File: src/rtl/sar_pkg.sv
package sar_pkg;
  typedef enum logic [1:0] {
    ST_IDLE = 2'd0,
    ST_TEST = 2'd1,
    ST_LOAD = 2'd2
  } sar_state_e;
endpackage

File: src/rtl/sar_start_gate.sv
module sar_start_gate (
  input  logic clk,
  input  logic rst_n,
  input  logic conv_n,
  input  logic idle,
  output logic go
);
  logic armed_q;

  assign go = idle && armed_q && !conv_n;

  always_ff @(posedge clk) begin
    if (!rst_n) begin
      armed_q <= 1'b0;
    end else if (go) begin
      armed_q <= 1'b0;
    end else if (idle && conv_n) begin
      armed_q <= 1'b1;
    end
  end

  // a start can only follow an idle cycle with conv_n seen high
  AST_GO_AFTER_HIGH: assert property (@(posedge clk) disable iff (!rst_n)
    go |-> $past(conv_n) || $past(!idle));
endmodule

File: src/rtl/sar_search.sv
module sar_search
  import sar_pkg::*;
#(
  parameter int WIDTH = 16
) (
  input  logic             clk,
  input  logic             rst_n,
  input  logic             go,
  input  logic             cmp_hi,
  output logic [WIDTH-1:0] trial,
  output logic             idle,
  output logic             load
);
  localparam logic [WIDTH-1:0] TOP_BIT = {1'b1, {(WIDTH-1){1'b0}}};

  sar_state_e       state_q;
  logic [WIDTH-1:0] trial_q;
  logic [WIDTH-1:0] probe_q;
  logic [WIDTH-1:0] trial_nx;

  always_comb begin
    trial_nx = trial_q;
    if (!cmp_hi) trial_nx = trial_nx & ~probe_q;
    if (!probe_q[0]) trial_nx = trial_nx | (probe_q >> 1);
  end

  always_ff @(posedge clk) begin
    if (!rst_n) begin
      state_q <= ST_IDLE;
      trial_q <= '0;
      probe_q <= '0;
    end else begin
      case (state_q)
        ST_IDLE: begin
          if (go) begin
            state_q <= ST_TEST;
            trial_q <= TOP_BIT;
            probe_q <= TOP_BIT;
          end
        end
        ST_TEST: begin
          trial_q <= trial_nx;
          if (probe_q[0]) state_q <= ST_LOAD;
          else            probe_q <= probe_q >> 1;
        end
        default: state_q <= ST_IDLE;
      endcase
    end
  end

  assign trial = trial_q;
  assign idle  = (state_q == ST_IDLE);
  assign load  = (state_q == ST_LOAD);

  AST_PROBE_SINGLE: assert property (@(posedge clk) disable iff (!rst_n)
    (state_q == ST_TEST) |-> $onehot(probe_q) && ((trial_q & (probe_q - 1'b1)) == '0));
  AST_KEEP_ON_HIGH: assert property (@(posedge clk) disable iff (!rst_n)
    (state_q == ST_TEST && cmp_hi) |=> ((trial_q & $past(probe_q)) != '0));
  AST_CLEAR_ON_LOW: assert property (@(posedge clk) disable iff (!rst_n)
    (state_q == ST_TEST && !cmp_hi) |=> ((trial_q & $past(probe_q)) == '0));
endmodule

File: src/rtl/sar_coder.sv
module sar_coder #(
  parameter int WIDTH = 16
) (
  input  logic             clk,
  input  logic             rst_n,
  input  logic             load,
  input  logic             twos_sel,
  input  logic [WIDTH-1:0] code,
  output logic [WIDTH-1:0] result
);
  logic [WIDTH-1:0] result_q;

  always_ff @(posedge clk) begin
    if (!rst_n)    result_q <= '0;
    else if (load) result_q <= {code[WIDTH-1] ^ twos_sel, code[WIDTH-2:0]};
  end

  assign result = result_q;

  AST_LOW_BITS_PLAIN: assert property (@(posedge clk) disable iff (!rst_n)
    load |=> (result_q[WIDTH-2:0] == $past(code[WIDTH-2:0])));
endmodule

File: src/rtl/sar_conv_ctrl.sv
module sar_conv_ctrl #(
  parameter int WIDTH = 16
) (
  input  logic             clk,
  input  logic             rst_n,
  input  logic             conv_n,
  input  logic             cmp_hi,
  input  logic             twos_sel,
  output logic [WIDTH-1:0] trial,
  output logic             busy,
  output logic [WIDTH-1:0] result
);
  localparam int CW = $clog2(WIDTH + 2);
  localparam logic [WIDTH-1:0] TOP_BIT = {1'b1, {(WIDTH-1){1'b0}}};

  logic          go;
  logic          idle;
  logic          load;
  logic [CW-1:0] span_q;

  sar_start_gate u_gate (
    .clk    (clk),
    .rst_n  (rst_n),
    .conv_n (conv_n),
    .idle   (idle),
    .go     (go)
  );

  sar_search #(.WIDTH(WIDTH)) u_search (
    .clk    (clk),
    .rst_n  (rst_n),
    .go     (go),
    .cmp_hi (cmp_hi),
    .trial  (trial),
    .idle   (idle),
    .load   (load)
  );

  sar_coder #(.WIDTH(WIDTH)) u_coder (
    .clk      (clk),
    .rst_n    (rst_n),
    .load     (load),
    .twos_sel (twos_sel),
    .code     (trial),
    .result   (result)
  );

  assign busy = !idle;

  always_ff @(posedge clk) begin
    if (!rst_n)    span_q <= '0;
    else if (busy) span_q <= span_q + 1'b1;
    else           span_q <= '0;
  end

  AST_START_TOP_BIT: assert property (@(posedge clk) disable iff (!rst_n)
    $rose(busy) |-> (trial == TOP_BIT) && $past(!conv_n));
  AST_BUSY_SPAN: assert property (@(posedge clk) disable iff (!rst_n)
    $fell(busy) |-> (span_q == CW'(WIDTH + 1)));
  AST_RESULT_HELD: assert property (@(posedge clk) disable iff (!rst_n)
    !$fell(busy) |-> $stable(result));
endmodule

File: config.mk
export PLATFORM = sky130hd
export DESIGN_NAME = sar_conv_ctrl
export DESIGN_NICKNAME = d
export VERILOG_FILES = /design/src/rtl/sar_pkg.sv /design/src/rtl/sar_start_gate.sv /design/src/rtl/sar_search.sv /design/src/rtl/sar_coder.sv /design/src/rtl/sar_conv_ctrl.sv
export SDC_FILE = /design/constraint.sdc
export NUM_CORES = 1
export LEC_CHECK = 0
export BUFFER_PORTS_ARGS = -buffer_cell sky130_fd_sc_hd__buf_4
export CAP_MARGIN = 5
export CORE_UTILIZATION = 25
export CTS_CLUSTER_DIAMETER = 80
export CTS_CLUSTER_SIZE = 28
export DETAILED_ROUTE_END_ITERATION = 12
export GPL_ROUTABILITY_DRIVEN = 0
export GPL_TIMING_DRIVEN = 1
export HOLD_SLACK_MARGIN = 0.12
export PLACE_DENSITY = 0.47
export SETUP_SLACK_MARGIN = 0.1
export SLEW_MARGIN = 20
export SYNTH_ARGS = -nofsm -noshare
export SYNTH_HDL_FRONTEND = slang
export SYNTH_SLANG_ARGS = --single-unit
File: constraint.sdc
create_clock -name clk -period 2.5 [get_ports clk]
set_input_delay 0.375 -clock clk [delete_from_list [all_inputs] [get_ports clk]]
set_output_delay 0.375 -clock clk [all_outputs]
set_load 0.005 [all_outputs]
==> run metrics <==
Comb pwr share 0.037; Layout Cells excl Fill 313; area share of the largest cell type after synthesis 0.578; io pins 38; Fillers 717; Hold/Removal Path Class in -> reg; Worst-path clk slew approximately 0.090 ns; antenna diode count 0; sequential-to-total area share from yosys stat 0.578; Hold WS 0.334 ns; syn nets around 190; Yosys reg bits 51; maximum fanout along the worst path 15; CTS tree done; layout cells sized above 1 0.230; Power Internal approximately 1.1 mW; via count 1421; first-pass GRT wire length about 7 mm; most common cell in the synthesized netlist dfxtp_1; Core Util, Final 0.329; vias in the first global route between 1000 and 1500; pre-CTS setup slack between 0.5 and 0.6 ns; std cell rows 30; DRT Wirelength about 4.2 mm; synthesized netlist cell count 181; WHS Path Cells 3; Top delay family on crit path simple AND/OR/NAND/NOR gates; Reg2Reg Depth 3; placed standard-cell area 2130 um2; synth cell count leaders dfxtp_1 (51), nand2_1 (46), a21oi_1 (18), a22o_1 (14), a32o_1 (14); nets ~220; post-synthesis cell type count 26; Arrival @ worst endpoint 2.04 ns; ys async rst share 0; maximum vdd drop slightly below 0.0002 V; full die area around 7400 um2; Clock Path Buffers 2; Final Cycle Share 0.740; DRT antenna net count 0; synthesis warning total 0; DPL Wire Length around 2.8 mm; critical path class reg -> reg; status finished, final reports clean; RSZ-0062 raised after global routing false; CP Launch Type flop; WL/cell 13.5 um; Max Fclk 541 MHz; Final WS setup 0.650 ns; Final setup viols 0; CTS resizes 0; Critical Path Slowest Stage Cell or4b_1; crit path cell chain or4b_1 -> and2_1 -> a32o_1; Slew HR 0.586; postcts setup bufs 0; Power Total 1.38 mW; Slew Viols, Final 0; CTS hold repair buffers 0; leakage 0.846 nW; initial antenna violation count 0; die width 86.1 um; Layout area overhead 26.3%; number of gates on the worst path with buffers counted 3; Seq pwr share 0.593; post-route cell area 2230 um2; # clock sinks 51; max-capacitance violation count 0; Fin Setup TNS 0 ns; die height 86.1 um; vias per cell 4.54; Clock Power Share 0.371; drt drc 0; sw power 0.298 mW; Starting Density 0.260; Final Hold Viols 0; most area-consuming cells after synthesis dfxtp_1 (58%), nand2_1 (9.8%), a32o_1 (7.9%), a22o_1 (6.9%), a21oi_1 (5.1%); area of the core ~6800 um2; pwr dens ~620 nW/um2; Critical Path End Type flop; Post-synth EDFFs 0; gr ovfl total 0; cell taking the most area after synthesis dfxtp_1; Worst-Skew Late Latency 0.30 ns; synthesized area 1770 um2; ys flop type dfxtp_1; input/output buffers 37; Buf+Inv Stages, Crit Path 0; TritonCTS Buffers 5; Total GRT Usage 0.123; drt initial violations 70; crit-path max cell delay 0.64 ns; H-tree depth 2; worst slew pin tran 0.621 ns; fin crit period around 1.8 ns; placed insts between 300 and 400; average size of a mapped cell 9.76 um2; CP required 2.69 ns; Sw Ratio 0.215; router iterations before antenna repair 4; pin count of the biggest net entering global routing 29; clk_skew 0.00827 ns; clk root buf clkbuf_8
==> cells by family after synthesis <==
group	Yosys count	share of synthesized area
AND/OR/NAND/NOR	59	0.146
XOR/XNOR	1	0.00496
AO/OA/AOI/OAI	54	0.232
flip-flops	51	0.578
buffers and inverters	16	0.0397
==> final timing paths <==
check	start	endpoint	slack [ns]
worst min register to register	u_coder.result[8]	u_coder.result[8]	0.46
worst min-delay path	conv_n	u_gate.armed_q	0.33
worst max-delay path	u_search.state_q[0]	u_search.trial[14]	0.65
worst max register to register	u_search.state_q[0]	u_search.trial[14]	0.65
==> final cells by class <==
class / count / area, um2 / area share
tap: 96 / 120 / 0.0538
multi-input combinational: 114 / 676 / 0.303
timing repair buffer: 40 / 300 / 0.135
inverter: 4 / 15.0 / 0.00673
sequential: 51 / 1020 / 0.457
clock buffer: 8 / 100 / 0.0448
==> state kept, by name, indices dropped and copies added, names as in the netlist <==
register,cells
u_gate.armed_q,1
u_search.probe_q,16
u_search.state_q,2
u_search.trial,16
u_coder.result,16
==> worst reg2reg max path, delay by kind of cell (launching register included) <==
family	cells	cell delay, ns
compound gates	1	0.33
flops	1	0.37
simple gates	2	1.04
==> routing by layer <==
layer | global-route usage | routed length [um] | up-vias
met4 | 0.0455 | 62 | 0
met2 | 0.180 | 1840 | 32
met1 | 0.174 | 2180 | 674
li1 | - | - | 709
met5 | 0 | 0 | -
met3 | 0.0289 | 155 | 6
==> cell usage in the layout (no fill, tap or decap) <==
| master | Yosys | routed |
|---|---|---|
| and2_1 | 1 | 1 |
| a32o_1 | 14 | 14 |
| o21a_1 | 1 | 1 |
| a221oi_1 | 1 | 1 |
| nor2_1 | 4 | 4 |
| nor3_2 | 1 | 1 |
| nand2b_1 | 2 | 2 |
| nand2_1 | 46 | 46 |
| a21boi_0 | 1 | 1 |
| or4b_1 | 1 | 1 |
| dfxtp_1 | 51 | 51 |
| clkbuf_8 | 0 | 7 |
| nor3b_1 | 1 | 1 |
| nor3_1 | 1 | 1 |
| buf_4 | 0 | 40 |
| clkbuf_1 | 9 | 1 |
| inv_1 | 4 | 4 |
| o21ai_0 | 3 | 3 |
| a21oi_1 | 18 | 18 |
| and3b_2 | 1 | 1 |
| o211a_1 | 1 | 1 |
| a22o_1 | 14 | 14 |
| a211oi_1 | 1 | 1 |
| xnor2_1 | 1 | 1 |
| and2b_2 | 1 | 1 |
==> power groups by stage <==
stage / clock, mW / sequential [mW] / combinational, mW
6_report: 0.513 / 0.820 / 0.0507
3_3_place_gp: 0 / 0.839 / 0.0518
2_1_floorplan: 0 / 0.838 / 0.0352
5_1_grt: 0.565 / 0.821 / 0.0572
4_1_cts: 0.529 / 0.820 / 0.0516
3_5_place_dp: 0 / 0.839 / 0.0515
Power figures use the tool's default switching activity.
